[config.mk]
export PLATFORM = sky130hd
export DESIGN_NAME = dual_issue_sched
export DESIGN_NICKNAME = d
export VERILOG_FILES = /design/src/rtl/sched_pkg.sv /design/src/rtl/sched_q.sv /design/src/rtl/sched_sb.sv /design/src/rtl/sched_pick.sv /design/src/rtl/dual_issue_sched.sv
export SDC_FILE = /design/constraint.sdc
export NUM_CORES = 1
export LEC_CHECK = 0
export CAP_MARGIN = 10
export CORE_MARGIN = 8
export CORE_UTILIZATION = 40
export CTS_BUF_LIST = sky130_fd_sc_hd__clkbuf_8
export CTS_CLUSTER_DIAMETER = 120
export DETAILED_ROUTE_END_ITERATION = 8
export PLACE_DENSITY_LB_ADDON = 0.3
export SLEW_MARGIN = 15
export SYNTH_ARGS = -nofsm -noshare
export SYNTH_HDL_FRONTEND = slang
export SYNTH_SLANG_ARGS = --single-unit
[constraint.sdc]
create_clock -name clk -period 7.3 [get_ports clk]
set_input_delay 0.73 -clock clk [delete_from_list [all_inputs] [get_ports clk]]
set_output_delay 0.73 -clock clk [all_outputs]
set_load 0.01 [all_outputs]
[src/rtl/sched_pkg.sv]
package sched_pkg;

  localparam int REG_AW = 5;
  localparam int NREG   = 1 << REG_AW;

  typedef enum logic [1:0] {
    CL_ARITH = 2'd0,
    CL_LOAD  = 2'd1,
    CL_STORE = 2'd2,
    CL_SPARE = 2'd3
  } iclass_e;

  typedef struct packed {
    iclass_e           cls;
    logic [REG_AW-1:0] dst;
    logic [REG_AW-1:0] sa;
    logic [REG_AW-1:0] sb;
  } uop_t;

  function automatic logic is_mem(iclass_e c);
    return (c == CL_LOAD) || (c == CL_STORE);
  endfunction

  function automatic logic reads_b(iclass_e c);
    return c != CL_LOAD;
  endfunction

  function automatic logic writes_dst(iclass_e c);
    return c != CL_STORE;
  endfunction

endpackage

[src/rtl/sched_q.sv]
module sched_q
  import sched_pkg::*;
#(
  parameter int DEPTH = 8,
  localparam int AW = $clog2(DEPTH),
  localparam int CW = $clog2(DEPTH + 1)
) (
  input  logic          clk,
  input  logic          rst_n,
  input  logic          push,
  input  uop_t          din,
  input  logic [1:0]    pop_n,
  output uop_t          head0,
  output uop_t          head1,
  output logic [CW-1:0] fill,
  output logic          full
);

  uop_t          slot_q [DEPTH];
  logic [AW-1:0] wr_q, wr_d, rd_q, rd_d;
  logic [CW-1:0] fill_d;
  logic          acc;

  assign full  = (fill == CW'(DEPTH));
  assign acc   = push && !full;
  assign head0 = slot_q[rd_q];
  assign head1 = slot_q[rd_q + AW'(1)];

  always_comb begin
    wr_d   = acc ? wr_q + AW'(1) : wr_q;
    rd_d   = rd_q + AW'(pop_n);
    fill_d = fill + CW'(acc) - CW'(pop_n);
  end

  always_ff @(posedge clk or negedge rst_n) begin
    if (!rst_n) begin
      wr_q <= '0;
      rd_q <= '0;
      fill <= '0;
    end else begin
      wr_q <= wr_d;
      rd_q <= rd_d;
      fill <= fill_d;
    end
  end

  always_ff @(posedge clk) begin
    if (acc) slot_q[wr_q] <= din;
  end


  pop_within_fill_chk: assert property (@(posedge clk) disable iff (!rst_n)
    CW'(pop_n) <= fill);


  no_overflow_chk: assert property (@(posedge clk) disable iff (!rst_n)
    fill <= CW'(DEPTH));

endmodule

[src/rtl/sched_sb.sv]
module sched_sb
  import sched_pkg::*;
#(
  parameter int CDW = 2
) (
  input  logic                  clk,
  input  logic                  rst_n,
  input  logic                  we_o,
  input  logic [REG_AW-1:0]     dst_o,
  input  logic [CDW-1:0]        ld_o,
  input  logic                  we_y,
  input  logic [REG_AW-1:0]     dst_y,
  input  logic [CDW-1:0]        ld_y,
  input  logic [3:0][REG_AW-1:0] rd_a,
  output logic [3:0]            rd_busy
);

  logic [CDW-1:0] cnt_q [NREG];
  logic [CDW-1:0] cnt_d [NREG];

  always_comb begin
    for (int r = 0; r < NREG; r++) begin
      if (we_y && dst_y == REG_AW'(r))      cnt_d[r] = ld_y;
      else if (we_o && dst_o == REG_AW'(r)) cnt_d[r] = ld_o;
      else if (cnt_q[r] != '0)              cnt_d[r] = cnt_q[r] - CDW'(1);
      else                                  cnt_d[r] = cnt_q[r];
    end
  end

  always_ff @(posedge clk or negedge rst_n) begin
    if (!rst_n) begin
      for (int r = 0; r < NREG; r++) cnt_q[r] <= '0;
    end else begin
      for (int r = 0; r < NREG; r++) cnt_q[r] <= cnt_d[r];
    end
  end

  always_comb begin
    for (int k = 0; k < 4; k++) rd_busy[k] = (cnt_q[rd_a[k]] != '0);
  end

endmodule

[src/rtl/sched_pick.sv]
module sched_pick
  import sched_pkg::*;
#(
  parameter int CW     = 4,
  parameter int CDW    = 2,
  parameter int LD_LAT = 3,
  parameter int AR_LAT = 2
) (
  input  uop_t           h0,
  input  uop_t           h1,
  input  logic [CW-1:0]  fill,
  input  logic [3:0]     busy,
  output logic           iss0,
  output logic           iss1,
  output logic [1:0]     pop_n,
  output logic           mem_fire,
  output logic           alu_fire,
  output logic           we_o,
  output logic           we_y,
  output logic [CDW-1:0] ld_o,
  output logic [CDW-1:0] ld_y
);

  function automatic logic [CDW-1:0] wait_of(iclass_e c);
    return (c == CL_LOAD) ? CDW'(LD_LAT - 1) : CDW'(AR_LAT - 1);
  endfunction

  logic ok0, src1_ok, raw01, split;

  always_comb begin
    ok0     = (fill != '0) && !busy[0] && !(reads_b(h0.cls) && busy[1]);
    src1_ok = !busy[2] && !(reads_b(h1.cls) && busy[3]);
    raw01   = writes_dst(h0.cls) &&
              ((h0.dst == h1.sa) || (reads_b(h1.cls) && (h0.dst == h1.sb)));
    split   = is_mem(h0.cls) != is_mem(h1.cls);

    iss0  = ok0;
    iss1  = ok0 && (fill >= CW'(2)) && split && src1_ok && !raw01;
    pop_n = {1'b0, iss0} + {1'b0, iss1};

    mem_fire = (iss0 && is_mem(h0.cls)) || (iss1 && is_mem(h1.cls));
    alu_fire = (iss0 && !is_mem(h0.cls)) || (iss1 && !is_mem(h1.cls));

    we_o = iss0 && writes_dst(h0.cls);
    we_y = iss1 && writes_dst(h1.cls);
    ld_o = wait_of(h0.cls);
    ld_y = wait_of(h1.cls);
  end

endmodule

[src/rtl/dual_issue_sched.sv]
module dual_issue_sched
  import sched_pkg::*;
#(
  parameter int DEPTH  = 8,
  parameter int CYC_W  = 16,
  parameter int LD_LAT = 3,
  parameter int AR_LAT = 2
) (
  input  logic              clk,
  input  logic              rst_n,
  input  logic              push,
  input  logic [1:0]        push_cls,
  input  logic [REG_AW-1:0] push_dst,
  input  logic [REG_AW-1:0] push_sa,
  input  logic [REG_AW-1:0] push_sb,
  output logic              full,
  output logic              empty,
  output logic              mem_fire,
  output logic              alu_fire,
  output logic              stall,
  output logic [CYC_W-1:0]  cyc_cnt,
  output logic [CYC_W-1:0]  last_fire_cyc
);

  localparam int CW   = $clog2(DEPTH + 1);
  localparam int MAXL = (LD_LAT > AR_LAT) ? LD_LAT : AR_LAT;
  localparam int CDW  = (MAXL > 2) ? $clog2(MAXL) : 1;

  uop_t           din, h0, h1;
  logic [CW-1:0]  fill;
  logic [1:0]     pop_n;
  logic           iss0, iss1, we_o, we_y;
  logic [CDW-1:0] ld_o, ld_y;
  logic [3:0]     busy;
  logic [3:0][REG_AW-1:0] rd_a;
  logic [CYC_W-1:0] cyc_d, last_d;
  logic           any_fire;

  assign din  = '{cls: iclass_e'(push_cls), dst: push_dst, sa: push_sa, sb: push_sb};
  assign rd_a = {h1.sb, h1.sa, h0.sb, h0.sa};

  sched_q #(.DEPTH(DEPTH)) u_q (
    .clk(clk), .rst_n(rst_n), .push(push), .din(din), .pop_n(pop_n),
    .head0(h0), .head1(h1), .fill(fill), .full(full)
  );

  sched_sb #(.CDW(CDW)) u_sb (
    .clk(clk), .rst_n(rst_n),
    .we_o(we_o), .dst_o(h0.dst), .ld_o(ld_o),
    .we_y(we_y), .dst_y(h1.dst), .ld_y(ld_y),
    .rd_a(rd_a), .rd_busy(busy)
  );

  sched_pick #(.CW(CW), .CDW(CDW), .LD_LAT(LD_LAT), .AR_LAT(AR_LAT)) u_pick (
    .h0(h0), .h1(h1), .fill(fill), .busy(busy),
    .iss0(iss0), .iss1(iss1), .pop_n(pop_n),
    .mem_fire(mem_fire), .alu_fire(alu_fire),
    .we_o(we_o), .we_y(we_y), .ld_o(ld_o), .ld_y(ld_y)
  );

  assign empty    = (fill == '0);
  assign stall    = !empty && !iss0;
  assign any_fire = mem_fire || alu_fire;

  always_comb begin
    cyc_d  = cyc_cnt + CYC_W'(1);
    last_d = any_fire ? cyc_cnt : last_fire_cyc;
  end

  always_ff @(posedge clk or negedge rst_n) begin
    if (!rst_n) begin
      cyc_cnt       <= '0;
      last_fire_cyc <= '0;
    end else begin
      cyc_cnt       <= cyc_d;
      last_fire_cyc <= last_d;
    end
  end


  pair_needs_two_chk: assert property (@(posedge clk) disable iff (!rst_n)
    (mem_fire && alu_fire) |-> (fill >= CW'(2)));


  oldest_src_ready_chk: assert property (@(posedge clk) disable iff (!rst_n)
    any_fire |-> !busy[0]);


  stall_quiet_chk: assert property (@(posedge clk) disable iff (!rst_n)
    stall |-> !any_fire);


  cycle_step_chk: assert property (@(posedge clk) disable iff (!rst_n)
    $past(rst_n) |-> (cyc_cnt == $past(cyc_cnt) + CYC_W'(1)));

endmodule

=== Yosys cells after proc, flatten, opt, wreduce, memory -nomap -nowiden ===
Memories as Yosys holds them, arrays and structs flattened.
Index checks and enable logic that the tools add are counted.
W data, S select, Z words.

* Bitwise gates (word level): 4
* Add/sub/neg operators: 39
* $lt $le $gt $ge: 5
* Muxes and demuxes: 112
* Eq/ne operators: 74
* Reductions and logical operators: 171

{| class="wikitable"
|+ Operators by type and width
! cell !! count
|-
| $mux W2 || 106
|-
| $eq A5 B5 Y1 const B || 32
|-
| $reduce_bool A3 Y1 || 32
|-
| $logic_and A1 B1 Y1 || 83
|-
| $eq A5 B4 Y1 const B || 16
|-
| $reduce_bool A2 Y1 || 36
|-
| $sub A2 B1 Y2 const B || 32
|-
| $bmux W2 S5 || 4
|-
| $eq A5 B3 Y1 const B || 8
|-
| $ge A6 B6 Y1 const B || 4
|-
| $not A5 Y6 || 4
|-
| $eq A5 B2 Y1 const B || 4
|-
| $add A16 B1 Y16 const B || 1
|-
| $eq A5 B1 Y1 const B || 2
|-
| $eq A5 B5 Y1 || 2
|-
| $logic_not A1 Y1 || 10
|-
| $logic_not A5 Y1 || 2
|-
| $add A3 B1 Y3 const B || 2
|-
| $logic_or A1 B1 Y1 || 6
|-
| $add A4 B1 Y4 || 1
|-
| $eq A2 B1 Y1 const B || 2
|-
| $eq A2 B2 Y1 const B || 2
|-
| $eq A4 B4 Y1 const B || 1
|-
| $ge A4 B2 Y1 const B || 1
|-
| other kinds (9) || 12
|}

* RAM bits: 136
* Memories kept: 1
* Input port bits: 20
* Register bits: 106

{| class="wikitable"
|+ Memory list
! name !! depth !! width !! read ports !! clocked after Yosys merged registers in !! write ports !! line !! source
|-
| u_q.slot_q || 8 || 17 || 2 || 0 || 1 || sched_q.sv:19 || <nowiki>uop_t slot_q [DEPTH];</nowiki>
|}

=== Logic depth before layout (Yosys ltp) ===
An unclocked memory read counts as a cell.

* Word-level depth: 16
* Mapped depth: 26
* Gate-level depth less buffers: 18

=== By module ===
A second synthesis with hierarchy kept.

* Cells, all modules: 1270
* Area, all modules: 14438.8 um^2

{| class="wikitable"
|+ Modules (own cells, without submodules)
! module !! sequential area each (um^2) !! area each (um^2) !! instances !! cells each
|-
| sched_q || 4334.2 || 7101.8 || 1 || 432
|-
| sched_sb || 1601.5 || 5744.3 || 1 || 698
|-
| dual_issue_sched || 800.8 || 1296.2 || 1 || 99
|-
| sched_pick || 0.0 || 296.5 || 1 || 41
|}

=== Worst setup path after synthesis ===
No wires, ideal clock.

* Kind: reg-to-reg
* From: register u_q.rd_q[0]
* To: register u_q.fill[2]
* Data arrival time: 5.168 ns
* Cell stages (with the launch flop): 23
* Setup slack: 2.010 ns
* Required time: 7.177 ns
* Buffers on the path: 5
* Cells stage by stage: dfrtp_1 > ha_1 > buf_2 > buf_1 > buf_2 > mux4_2 > mux2i_1 > ha_1 > clkbuf_1 > nor2_1 > nand4b_1 > o21a_1 > nand4_1 > nor4b_4 > buf_2 > and2_1 > ha_1 > ha_1 > inv_1 > ha_1 > inv_1 > fa_1 > xnor2_1

* Longest elaborated chain between the ends: 15

{| class="wikitable"
|+ RTL lines
! what !! line !! source
|-
| start: declaration || sched_q.sv:20 || <nowiki>logic [AW-1:0] wr_q, wr_d, rd_q, rd_d;</nowiki>
|-
| start signal: assignment || sched_q.sv:42 || <nowiki>rd_q <= rd_d;</nowiki>
|-
| $mem_v2 Z8 W17 (*) || - ||
|-
| $not A5 Y6 (implied by the code) || sched_sb.sv:39 || <nowiki>for (int k = 0; k < 4; k++) rd_busy[k] = (cnt_q[rd_a[k]] != '0);</nowiki>
|-
| $bmux W2 S5 || sched_sb.sv:39 ||
|-
| $mux W2 (implied by the code) (2 in a row) || sched_sb.sv:39 ||
|-
| $reduce_bool A2 Y1 || sched_sb.sv:39 ||
|-
| $logic_not A1 Y1 or $logic_and A1 B1 Y1 (tied branches) || sched_pick.sv:31 || <nowiki>ok0 = (fill != '0) && !busy[0] && !(reads_b(h0.cls) && busy[1]);</nowiki>
|-
| $logic_and A1 B1 Y1 or $logic_not A1 Y1 (tied branches) || sched_pick.sv:31 ||
|-
| $logic_and A1 B1 Y1 || sched_pick.sv:31 ||
|-
| $logic_and A1 B1 Y1 (4 in a row) || sched_pick.sv:38 || <nowiki>iss1 = ok0 && (fill >= CW'(2)) && split && src1_ok && !raw01;</nowiki>
|-
| $add A1 B1 Y2 (*) || sched_pick.sv:39 || <nowiki>pop_n = {1'b0, iss0} + {1'b0, iss1};</nowiki>
|-
| $sub A4 B2 Y4 (*) || sched_q.sv:32 || <nowiki>fill_d = fill + CW'(acc) - CW'(pop_n);</nowiki>
|-
| via u_q.fill_d[2] || sched_q.sv:21 || <nowiki>logic [CW-1:0] fill_d;</nowiki>
|-
| end signal: assignment || sched_q.sv:43 || <nowiki>fill <= fill_d;</nowiki>
|-
| end: declaration || sched_q.sv:15 || <nowiki>output logic [CW-1:0] fill,</nowiki>
|}

The timed path passes the listed nets; every way through them passes the cells marked *. The select of a mux whose other input is x is not followed.
A chain may end at the register's enable or synchronous reset.

=== Worst setup path in the final report ===
* From: register u_q.rd_q[1]
* To: output port mem_fire

* Longest elaborated chain between the ends: 15

{| class="wikitable"
|+ RTL lines
! what !! line !! source
|-
| $mem_v2 Z8 W17 (*) || - ||
|-
| $not A5 Y6 (implied by the code) || sched_sb.sv:39 ||
|-
| $bmux W2 S5 || sched_sb.sv:39 ||
|-
| $mux W2 (implied by the code) (2 in a row) || sched_sb.sv:39 ||
|-
| $reduce_bool A2 Y1 || sched_sb.sv:39 ||
|-
| $logic_not A1 Y1 or $logic_and A1 B1 Y1 (tied branches) || sched_pick.sv:31 ||
|-
| $logic_and A1 B1 Y1 or $logic_not A1 Y1 (tied branches) || sched_pick.sv:31 ||
|-
| $logic_and A1 B1 Y1 || sched_pick.sv:31 ||
|-
| $logic_and A1 B1 Y1 (4 in a row) || sched_pick.sv:38 ||
|-
| $logic_and A1 B1 Y1 || sched_pick.sv:41 || <nowiki>mem_fire = (iss0 && is_mem(h0.cls)) || (iss1 && is_mem(h1.cls));</nowiki>
|-
| $logic_or A1 B1 Y1 (*) || sched_pick.sv:41 ||
|-
| end: declaration || dual_issue_sched.sv:18 || <nowiki>output logic mem_fire,</nowiki>
|}

Mark *: on every way between the ends. The rest lies on a longest branch, timed or not. The select of a mux whose other input is x is not followed.

==> run_results.csv <==
group,metric,value,unit
run_status,outcome,"finished, final reports clean",
route,drt_iter0_markers,912,
sta,fin_hold_ws,0.127,ns
clocking,cts_root_buf,"clkbuf_8",
sta,hold_viol,0,
clocking,cts.htree.levels,2,
logic_synthesis,async_flop_share,43.8,%
logic_synthesis,synth_cell_type_count,76,
route,wl_met3,2160,µm
worst_setup_path,max_stage_delay,0.81,ns
floorplan,rows,72,
worst_setup_path,rr_startpoint,"u_q.rd_q[1]",
sta,tns,0,ns
worst_setup_path,reg2reg_depth,18,
worst_setup_path,worstPathArrival,5.55,ns
clocking,clk_pin_slew,0.08,ns
logic_synthesis,seq_area_frac_synth,42.7,%
worst_setup_path,slowest_stage,"mux4_2",
worst_setup_path,r2r_setup_slack,1.55,ns
route,wl_per_cell,21.4,µm
route,met1_length,18000,µm
sta,layout_setup_ws,1.02,ns
min_path,hp-class,"in -> async",
floorplan,initial_core_util,40.6,%
global_routing,grt_overflow_total,0,
sta,fmax,0.159,GHz
worst_setup_path,start_kind,"flip-flop",
sta,setup_viol,0,
sta,rsz0062_at_grt,"no",
logic_synthesis,ys_top_cells_by_area,"edfxtp_1, dfrtp_1, mux2i_1",
sta,tightest_slew,1.15,ns
clocking,insertion_delay,0.57,ns
placement,gp_congestion,0.916,
clocking,clockBufferDepth,3,
global_routing,antenna_found_initial,1,
logic_synthesis,synth-main-ff-cell,"edfxtp_1",
worst_setup_path,crit_chain,"buf_4 -> ha_2 -> xor2_4 -> mux4_2 -> nor3_1 -> a21oi_1 -> o31ai_1 -> o31a_1 -> inv_2 -> nor4b_4 -> nand2b_1 -> a21boi_0 -> clkdlybuf4s50_1",
finish,drive_above_1_share,17.3,%
route,routed_wl,41800,µm
logic_synthesis,synth.avg_cell_area,11.7,µm²
route,dr.pass1.iters,5,
route,drt-vias-per-instance,5.80,
clocking,cts_buffers,42,
sta,slew_violations,0,
clocking,cts_setup_buffers,0,
route,via_count,11300,
global_routing,grt_pass1_wl,66000,µm
floorplan,placeableCoreArea,38800,µm²
placement,pre_cts_slack,1.59,ns
logic_synthesis,synth_edf_count,136,
clocking,postCtsHoldBufs,0,
floorplan,die-area,46000,µm²
finish,final_net_count,1475,
logic_synthesis,yosys_warnings,0,
sta,min_period,6.28,ns
worst_setup_path,crit_buf_inv,3,
worst_setup_path,cp_max_fo,30,
global_routing,grt_pass1_vias,11500,
logic_synthesis,syn-cell-area,15800,µm²
logic_synthesis,yosysTopAreaCell,"edfxtp_1",
logic_synthesis,synth.ff_latch_count,242,
logic_synthesis,mappedNetlistNets,1418,
global_routing,gr-usage-all-layers,17.8,%
flow_run,drv_cap,0,
route,top_layer_used,"met4",
route,drc,0,
logic_synthesis,syn_inst,1348,
sta,clock_skew,0.0256,ns
worst_setup_path,critical_path_class,"reg -> out",
sta,min_period_over_period,86.1,%
floorplan,fp.dieH,215,µm
placement,dpl.hpwl,30200,µm
worst_setup_path,critPathTopFamily,"buffers and inverters",
route,ant_nets,0,
sta,slew_headroom,22.8,%
global_routing,grt_max_degree,69,
finish,final_util,45.5,%
placement,port-buffer-count,56,
logic_synthesis,synth_top_area_share,25.9,%
floorplan,ios,57,
route,wl_met2,20500,µm
worst_setup_path,rr_endpoint,"u_q.fill[2]",
clocking,cts_sinks,242,
worst_setup_path,cp-end-kind,"output pin",
finish,area_growth_syn_to_layout,12.0,%
clocking,ctsResizeCount,0,
clocking,cts_tree,"done",
floorplan,die_x,215,µm
worst_setup_path,cp_data_required_time,6.57,ns
-- cells in the final DEF, fill, tap and decap left out, types with 6 or more instances in the layout --
cell type        netlist  layout
a21oi_1               17      17
a31oi_1                7       7
and2_1                 6       6
and3_1                15      15
and4_1                10      10
buf_4                  8      25
clkbuf_8               0      50
clkdlybuf4s50_1        0      55
clkinv_1               1       8
dfrtp_1              106     104
edfxtp_1             136     136
ha_1                  48      46
inv_1                 87      93
mux2_1                 7       7
mux2_2                73      73
mux2i_1              208     207
mux4_2                56      56
nand2_1               86      86
nand2b_1              11      11
nand3_1               40      40
nand4_1               17      17
nor2_1                89      86
nor2b_1               11      11
nor3_1                37      34
nor4_1                12      12
o21ai_0               16      16
o22ai_1               12      12
or3_1                  7       7
xnor2_1               22      22
xor2_1                49      49
-- area by class of cell --
| cell class | count | area [µm²] |
|---|---|---|
| sequential | 242 | 6740 |
| multi-input combinational | 948 | 8380 |
| timing repair buffer | 80 | 738 |
| tap | 518 | 648 |
| antenna | 2 | 5.00 |
| inverter | 91 | 342 |
| clock buffer | 50 | 688 |
| clock inverter | 21 | 126 |
| fill | 3485 | 21200 |
-- routing by layer --
metal / vias up / track usage, %
li1: 5137 / -
met1: 5723 / 23.2
met2: 374 / 30.2
met3: 84 / 2.69
met4: 0 / 5.87
met5: - / 0
-- metrics by stage --
step | instance area [µm²] | instances
finish | 17700 | 1952
CTS | 17700 | 1950
floorplan | 15800 | 1348
detailed placement | 16800 | 1879
global placement | 16800 | 1879
global route | 17700 | 1951
-- logic make-up (layout without fill, tap and decap cells) --
kind of cell / Yosys count / after routing / synth area share [%]
AOI/OAI and AO/OA: 108 / 108 / 5.01
buffers and inverters: 158 / 242 / 4.49
DFF: 242 / 242 / 42.7
and+or+nand+nor: 366 / 366 / 11.7
xor gates and xnor gates: 72 / 72 / 4.12
adders and majority gates: 50 / 50 / 4.06
muxes: 352 / 352 / 27.9
other: 0 / 2 / 0
-- sequential cells by signal, indices dropped and copies added, names as in the netlist --
name / cells
cyc_cnt: 16
last_fire_cyc: 16
u_q.fill: 4
u_q.rd_q: 3
u_q.slot_q: 136
u_q.wr_q: 3
u_sb.cnt_q: 64
-- synthesized netlist by cell type (all sizes together) (3+ instances only) --
library cell	n
mux2i	214
edfxtp	136
dfrtp	106
nor2	91
inv	90
nand2	88
mux2	80
mux4	58
xor2	50
ha	48
buf	45
nand3	40
nor3	37
clkbuf	22
xnor2	22
a21oi	17
nand4	17
o21ai	16
and3	15
nor4	13
o22ai	13
nor2b	12
nand2b	11
and4	10
a31oi	7
or3	7
and2	6
a21boi	5
a221oi	5
a22oi	5
o2111ai	5
a211oi	4
nor4b	4
o211ai	4
o221ai	4
or4	4
a32o	3
o21a	3
-- worst max-delay path by stage --
stage                startpoint           to  depth (start not counted)
floorplan           u_q.rd_q[0]  u_q.fill[2]                         22
global placement    u_q.rd_q[1]  u_q.fill[1]                         18
detailed placement  u_q.rd_q[0]  u_q.fill[2]                         17
CTS                 u_q.rd_q[0]     mem_fire                         12
global route        u_q.rd_q[0]     mem_fire                         12
finish              u_q.rd_q[1]     mem_fire                         13
-- worst reg2reg max path, delay by kind of cell, from the launching register on --
kind	cells	cell delay [ns]
xor+xnor	2	0.78
fa+ha+maj	5	1.56
compound gates	3	0.70
buf+inv	4	0.53
mux	1	0.82
flops	1	0.33
simple gates	3	0.89
Power is left out: the tool's default activity adds up to more than one toggle a clock period on the data nets, which glitch-free logic cannot reach.
